<file path="src/rtl/sio3_pkg.sv">
package sio3_pkg;

  // Register addresses decoded by neighbouring logic
  localparam int unsigned XDCR_ADDR = 14;
  localparam int unsigned GCTL_ADDR = 15;

  // Transducer control bit positions
  localparam int unsigned XDCR_MIC_EN  = 0;
  localparam int unsigned XDCR_MIC_SEL = 1;
  localparam int unsigned XDCR_HSPK_EN = 2;
  localparam int unsigned XDCR_LSPK_EN = 3;

  // General control bit positions
  localparam int unsigned GCTL_TXG  = 0;
  localparam int unsigned GCTL_RXG  = 1;
  localparam int unsigned GCTL_SRST = 7;

  typedef enum logic [1:0] {
    PH_CMD,
    PH_WDATA,
    PH_RDATA,
    PH_DONE
  } xfer_phase_e;

endpackage

</file>
<file path="src/rtl/sio3_sync.sv">
module sio3_sync #(
  parameter int WIDTH = 3,
  parameter int STAGES = 2,
  parameter logic [WIDTH-1:0] RST_VAL = '0
) (
  input  logic             clk,
  input  logic             rst_n,
  input  logic [WIDTH-1:0] d,
  output logic [WIDTH-1:0] q
);

  logic [WIDTH-1:0] pipe [STAGES];

  for (genvar s = 0; s < STAGES; s++) begin : g_stage
    if (s == 0) begin : g_first
      always_ff @(posedge clk or negedge rst_n) begin
        if (!rst_n) pipe[0] <= RST_VAL;
        else        pipe[0] <= d;
      end
    end else begin : g_next
      always_ff @(posedge clk or negedge rst_n) begin
        if (!rst_n) pipe[s] <= RST_VAL;
        else        pipe[s] <= pipe[s-1];
      end
    end
  end

  assign q = pipe[STAGES-1];

endmodule

</file>
<file path="src/rtl/sio3_xfer.sv">
module sio3_xfer
  import sio3_pkg::*;
#(
  parameter int DATA_W = 8,
  parameter int ADDR_W = 5,
  localparam int CNT_W = $clog2(2*DATA_W + 1)
) (
  input  logic              clk,
  input  logic              rst_n,
  input  logic              cs_act,
  input  logic              sclk_rise,
  input  logic              sclk_fall,
  input  logic              din,
  input  logic [DATA_W-1:0] rd_data,
  output logic [ADDR_W-1:0] reg_addr,
  output logic              wr_en,
  output logic [DATA_W-1:0] wr_data,
  output logic              dout,
  output logic              doe,
  output logic [CNT_W-1:0]  bit_cnt
);

  localparam logic [CNT_W-1:0] CNT_BYTE     = CNT_W'(DATA_W);
  localparam logic [CNT_W-1:0] CNT_CMD_LAST = CNT_W'(DATA_W - 1);
  localparam logic [CNT_W-1:0] CNT_END      = CNT_W'(2*DATA_W);
  localparam logic [CNT_W-1:0] CNT_DAT_LAST = CNT_W'(2*DATA_W - 1);

  function automatic logic cmd_read(input logic [DATA_W-1:0] b);
    return b[DATA_W-1];
  endfunction

  function automatic logic [ADDR_W-1:0] cmd_addr(input logic [DATA_W-1:0] b);
    return b[ADDR_W-1:0];
  endfunction

  logic [DATA_W-1:0] rx_sr;
  logic [DATA_W-1:0] tx_sr;
  logic [DATA_W-1:0] rx_next;
  logic              cmd_rd;
  logic [ADDR_W-1:0] addr_q;
  logic              take_bit;
  logic              cmd_end;
  logic              data_end;
  xfer_phase_e       phase;

  assign rx_next  = {din, rx_sr[DATA_W-1:1]};
  assign take_bit = cs_act && sclk_rise && (bit_cnt < CNT_END);
  assign cmd_end  = take_bit && (bit_cnt == CNT_CMD_LAST);
  assign data_end = take_bit && (bit_cnt == CNT_DAT_LAST);
  assign wr_en    = data_end && !cmd_rd;
  assign wr_data  = rx_next;
  assign reg_addr = addr_q;

  always_comb begin
    if (bit_cnt < CNT_BYTE)      phase = PH_CMD;
    else if (bit_cnt == CNT_END) phase = PH_DONE;
    else if (cmd_rd)             phase = PH_RDATA;
    else                         phase = PH_WDATA;
  end

  always_ff @(posedge clk or negedge rst_n) begin
    if (!rst_n) begin
      bit_cnt <= '0;
      rx_sr   <= '0;
      tx_sr   <= '0;
      cmd_rd  <= 1'b0;
      addr_q  <= '0;
      dout    <= 1'b0;
      doe     <= 1'b0;
    end else if (!cs_act) begin
      bit_cnt <= '0;
      doe     <= 1'b0;
    end else begin
      if (take_bit) begin
        bit_cnt <= bit_cnt + 1'b1;
        rx_sr   <= rx_next;
        if (cmd_end) begin
          cmd_rd <= cmd_read(rx_next);
          addr_q <= cmd_addr(rx_next);
        end
      end
      if (sclk_fall) begin
        if (phase == PH_RDATA && bit_cnt == CNT_BYTE) begin
          doe   <= 1'b1;
          dout  <= rd_data[0];
          tx_sr <= rd_data >> 1;
        end else if (phase == PH_RDATA && doe) begin
          dout  <= tx_sr[0];
          tx_sr <= tx_sr >> 1;
        end else if (phase == PH_DONE) begin
          doe <= 1'b0;
        end
      end
    end
  end

endmodule

</file>
<file path="src/rtl/sio3_regfile.sv">
module sio3_regfile
  import sio3_pkg::*;
#(
  parameter int DATA_W = 8,
  parameter int ADDR_W = 5,
  localparam int NREGS = 1 << ADDR_W
) (
  input  logic              clk,
  input  logic              rst_n,
  input  logic              wr_en,
  input  logic [ADDR_W-1:0] addr,
  input  logic [DATA_W-1:0] wr_data,
  output logic [DATA_W-1:0] rd_data,
  output logic [DATA_W-1:0] xdcr_q,
  output logic [DATA_W-1:0] gctl_q,
  output logic              srst_evt
);

  logic [DATA_W-1:0] regs [NREGS];

  assign srst_evt = wr_en && (addr == ADDR_W'(GCTL_ADDR)) && wr_data[GCTL_SRST];

  for (genvar r = 0; r < NREGS; r++) begin : g_reg
    always_ff @(posedge clk or negedge rst_n) begin
      if (!rst_n)                             regs[r] <= '0;
      else if (srst_evt)                      regs[r] <= '0;
      else if (wr_en && addr == ADDR_W'(r))   regs[r] <= wr_data;
    end
  end

  assign rd_data = regs[addr];
  assign xdcr_q  = regs[XDCR_ADDR];
  assign gctl_q  = regs[GCTL_ADDR];

endmodule

</file>
<file path="src/rtl/sio3_reg_port.sv">
module sio3_reg_port
  import sio3_pkg::*;
#(
  parameter int DATA_W = 8,
  parameter int ADDR_W = 5,
  parameter int SYNC_STAGES = 2
) (
  input  logic clk,
  input  logic rst_n,
  input  logic cs_n,
  input  logic sclk,
  input  logic sdata_in,
  output logic sdata_out,
  output logic sdata_oe,
  output logic sdata2_oe,
  output logic mic_en,
  output logic mic_sel,
  output logic hspk_en,
  output logic lspk_en,
  output logic tx_gain_sel,
  output logic rx_gain_sel
);

  localparam int CNT_W = $clog2(2*DATA_W + 1);

  logic [2:0]        pins_s;
  logic              cs_n_s, sclk_s, din_s;
  logic              sclk_prev;
  logic              cs_act, sclk_rise, sclk_fall;
  logic              wr_en, srst_evt;
  logic [ADDR_W-1:0] reg_addr;
  logic [DATA_W-1:0] wr_data, rd_data, xdcr_q, gctl_q;
  logic [CNT_W-1:0]  bit_cnt;

  sio3_sync #(.WIDTH(3), .STAGES(SYNC_STAGES), .RST_VAL(3'b110)) u_sync (
    .clk   (clk),
    .rst_n (rst_n),
    .d     ({cs_n, sclk, sdata_in}),
    .q     (pins_s)
  );

  assign {cs_n_s, sclk_s, din_s} = pins_s;

  always_ff @(posedge clk or negedge rst_n) begin
    if (!rst_n) sclk_prev <= 1'b1;
    else        sclk_prev <= sclk_s;
  end

  assign cs_act    = !cs_n_s;
  assign sclk_rise = sclk_s && !sclk_prev;
  assign sclk_fall = !sclk_s && sclk_prev;

  sio3_xfer #(.DATA_W(DATA_W), .ADDR_W(ADDR_W)) u_xfer (
    .clk       (clk),
    .rst_n     (rst_n),
    .cs_act    (cs_act),
    .sclk_rise (sclk_rise),
    .sclk_fall (sclk_fall),
    .din       (din_s),
    .rd_data   (rd_data),
    .reg_addr  (reg_addr),
    .wr_en     (wr_en),
    .wr_data   (wr_data),
    .dout      (sdata_out),
    .doe       (sdata_oe),
    .bit_cnt   (bit_cnt)
  );

  sio3_regfile #(.DATA_W(DATA_W), .ADDR_W(ADDR_W)) u_regs (
    .clk      (clk),
    .rst_n    (rst_n),
    .wr_en    (wr_en),
    .addr     (reg_addr),
    .wr_data  (wr_data),
    .rd_data  (rd_data),
    .xdcr_q   (xdcr_q),
    .gctl_q   (gctl_q),
    .srst_evt (srst_evt)
  );

  assign sdata2_oe   = 1'b0;
  assign mic_en      = xdcr_q[XDCR_MIC_EN];
  assign mic_sel     = xdcr_q[XDCR_MIC_SEL];
  assign hspk_en     = xdcr_q[XDCR_HSPK_EN];
  assign lspk_en     = xdcr_q[XDCR_LSPK_EN];
  assign tx_gain_sel = gctl_q[GCTL_TXG];
  assign rx_gain_sel = gctl_q[GCTL_RXG];

endmodule

</file>
<file path="config.mk">
export PLATFORM = sky130hd
export DESIGN_NAME = sio3_reg_port
export DESIGN_NICKNAME = d
export VERILOG_FILES = /design/src/rtl/sio3_pkg.sv /design/src/rtl/sio3_sync.sv /design/src/rtl/sio3_xfer.sv /design/src/rtl/sio3_regfile.sv /design/src/rtl/sio3_reg_port.sv
export SDC_FILE = /design/constraint.sdc
export NUM_CORES = 1
export LEC_CHECK = 0
export ABC_CLOCK_PERIOD_IN_PS = 2860
export BUFFER_PORTS_ARGS = -buffer_cell sky130_fd_sc_hd__buf_4
export CAP_MARGIN = 20
export CORE_ASPECT_RATIO = 1.5
export CORE_MARGIN = 2
export CORE_UTILIZATION = 57
export CTS_CLUSTER_SIZE = 40
export DETAILED_ROUTE_END_ITERATION = 10
export PLACE_DENSITY = 0.84
export SLEW_MARGIN = 5
export SYNTH_ARGS = -nofsm -noshare
export SYNTH_HDL_FRONTEND = slang
export SYNTH_HIERARCHICAL = 1
export SYNTH_SLANG_ARGS = --single-unit
</file>
<file path="constraint.sdc">
create_clock -name clk -period 2.86 [get_ports clk]
set_input_delay 0.143 -clock clk [delete_from_list [all_inputs] [get_ports clk]]
set_output_delay 0.143 -clock clk [all_outputs]
set_load 0.005 [all_outputs]
</file>
==> reports/summary.txt <==
result of the run -> completed
share of layout cells above drive strength 1 -> 19.6%
r2r setup slk -> 0.02 ns
Die Y -> 198 um
die area -> 0.0263 mm2
antenna violations before repair -> 0
first-pass GRT wire length -> 60.0 mm
clk buf depth -> 3
crit path launch -> u_xfer/reg_addr[0]$_DFFE_PN0P_
Initial DRC Count -> 1159
Syn Nets -> 1331
largest net degree at the start of global routing -> 86
PortBufs -> 12
H-tree Lvls -> 1
WL final -> 37.4 mm
core area -> 0.0245 mm2
endpoints failing hold -> 0
Max transition margin -> 27.2%
Worst path slowest cell -> a2111oi_0
Mean Syn Cell Area -> 10.8 um2
CTS tree -> built
Layout area overhead -> 12.9%
worst endpoint required time -> 3.29 ns
Placed Cells -> 1617
Worst path max stage delay -> 0.60 ns
# rows -> 70
Initial Util -> 58.2%
final worst-path cycle share -> 99.4%
total CTS buffers -> 27
final setup fails -> 0
P per Cell Area -> 573 mW/mm2
RR Endpoint -> u_xfer/tx_sr[1]$_DFFE_PN0P_
CP arrival -> 3.27 ns
Worst-Skew Late Latency -> 0.55 ns
Lkg Pwr -> 7.21 nW
worst r2r path cells -> 8
I/O pins -> 14
number of max-cap violations -> 0
Cells after Synth -> 1323
Peak Freq -> 352 MHz
post-route insts no fill -> 1673
CP most frequent cell -> mux2_2
Max VDD drop -> 521 uV
Worst Setup EP -> u_xfer/tx_sr[1]$_DFFE_PN0P_
Routed wire per std cell -> 22.4 um
post-synthesis cell area -> 0.0143 mm2
vias post-DR -> 10800
Sinks on Clock Net -> 290
GRT Total Usage -> 28.9%
HP Class -> input pin to async pin
Final Max Slew Viols -> 0
critical path type -> flip-flop to flip-flop
DPL Wire Length -> 23.8 mm
CTS clk-pin slew, worst paths -> 0.07 ns
DR DRC count -> 0
CP endpoint kind -> flip-flop
r2r startpoint -> u_xfer/reg_addr[0]$_DFFE_PN0P_
min cycle time layout -> 2.84 ns
first-pass iteration count of the detailed router -> 7
clk root buf -> clkbuf_16
nets -> 1335
antenna viol nets, final -> 0
gpl congestion -> 0.916
clk_skew -> 0.0198 ns
Startpoint Class -> flip-flop
CP max FO -> 16
RSZ-0062 raised after global routing -> no
Tightest Pin Transition -> 1.09 ns
Vias/cell -> 6.48
grt total ovfl -> 0
Die W -> 133 um
vias in the first global route -> 11000
Total Negative Setup Slacks -> 0 ns
Synth Warn # -> 6
CP cell instances -> buf_12 > mux4_2 > mux2i_1 > nor2_1 > a2111oi_0 > a311oi_1 > mux2_2 > mux2_2
-- area by class of cell --
class | instances | area, um2
clock inverters | 16 | 290
multi-input cells | 905 | 6410
inverters | 8 | 30.0
clock buffers | 34 | 752
fillers | 1746 | 8420
diodes | 1 | 2.50
flip-flops and latches | 290 | 7270
repair buffers | 95 | 951
well taps | 324 | 405
-- layout by cell type, fill, tap and decap left out, drive strengths merged, types with 4 or more instances in the layout --
master and n:
dfrtp 285, nor2 183, mux2i 161, nand2 142
a21oi 114, nand3 107, buf 91, mux4 50
mux2 40, clkbuf 34, a211oi 13, o21ai 10
nor3 10, inv 9, bufinv 8, nand2b 8
o221ai 6, o22a 6, clkinv 6, a221oi 6
dfstp 5, and2 5, dlygate4sd3 4, o22ai 4
nor2b 4
-- sequential cells by signal, summed over array words and instances (netlist names) --
name and count:
u_regs/xdcr_q 8, u_xfer/bit_cnt 5, u_xfer/tx_sr 7, u_regs/gctl_q 8, u_sync/q 3, u_xfer/cmd_rd 1
u_regs/regs 240, u_xfer/reg_addr 5, sclk_prev 1, u_xfer/rx_sr 7, u_sync/pipe 3, u_xfer/dout 1
u_xfer/doe 1
-- worst min path at each step --
stage / startpoint / end / slack [ns]
2_1_floorplan: rst_n / u_regs/gctl_q[0]$_DFFE_PN0P_ / -0.15
3_3_place_gp: rst_n / u_xfer/rx_sr[6]$_DFFE_PN0P_ / 0.19
4_1_cts: rst_n / u_xfer/bit_cnt[4]$_DFFE_PN0P_ / 0.23
6_report: rst_n / u_xfer/rx_sr[3]$_DFFE_PN0P_ / 0.17
3_5_place_dp: rst_n / u_xfer/rx_sr[6]$_DFFE_PN0P_ / 0.20
5_1_grt: rst_n / u_xfer/rx_sr[3]$_DFFE_PN0P_ / 0.24
-- routing by layer --
metal | GRT usage [%] | up-vias | share of wire [%]
li1 | - | 4642 | -
met1 | 35.4 | 5456 | 36
met2 | 48.8 | 581 | 50
met3 | 3.46 | 164 | 6.5
met4 | 18.3 | 0 | 6.9
met5 | 0 | - | 0
-- power by group --
| group | leakage, nW | internal, mW | switching (mW) | total, mW |
|---|---|---|---|---|
| sequential | 4.02 | 4.15 | 0.144 | 4.29 |
| clock | 0.512 | 2.59 | 1.58 | 4.17 |
| combinational | 2.68 | 0.192 | 0.577 | 0.769 |
-- critical path, delay by kind of cell (launching register included) --
family,cells,cell delay [ns]
compound gates,2,0.69
mux,4,1.31
buf+inv,1,0.20
flops,1,0.46
simple gates,1,0.07
-- through the flow --
step	area, um2	total power, mW	utilization, %	hold slack, ns	setup WS (ns)
4_1_cts	16100	9.24	65.5	0.230	0.0200
6_report	16100	9.23	65.7	0.171	0.0178
5_1_grt	16100	9.47	65.7	0.236	0.00653
3_5_place_dp	15000	5.11	61.1	0.200	0.0420
3_3_place_gp	15000	5.06	61.1	0.191	0.0647
2_1_floorplan	14300	4.67	-	-0.153	0.000825
-- repair_timing --
action	in CTS	in global routing
buffers inserted	0	1
resized for setup	0	4
endpoints found under the setup margin	0	19
hold endpoints to repair	81	0
hold buffers	4	0
(Power assumes the default switching activity.)
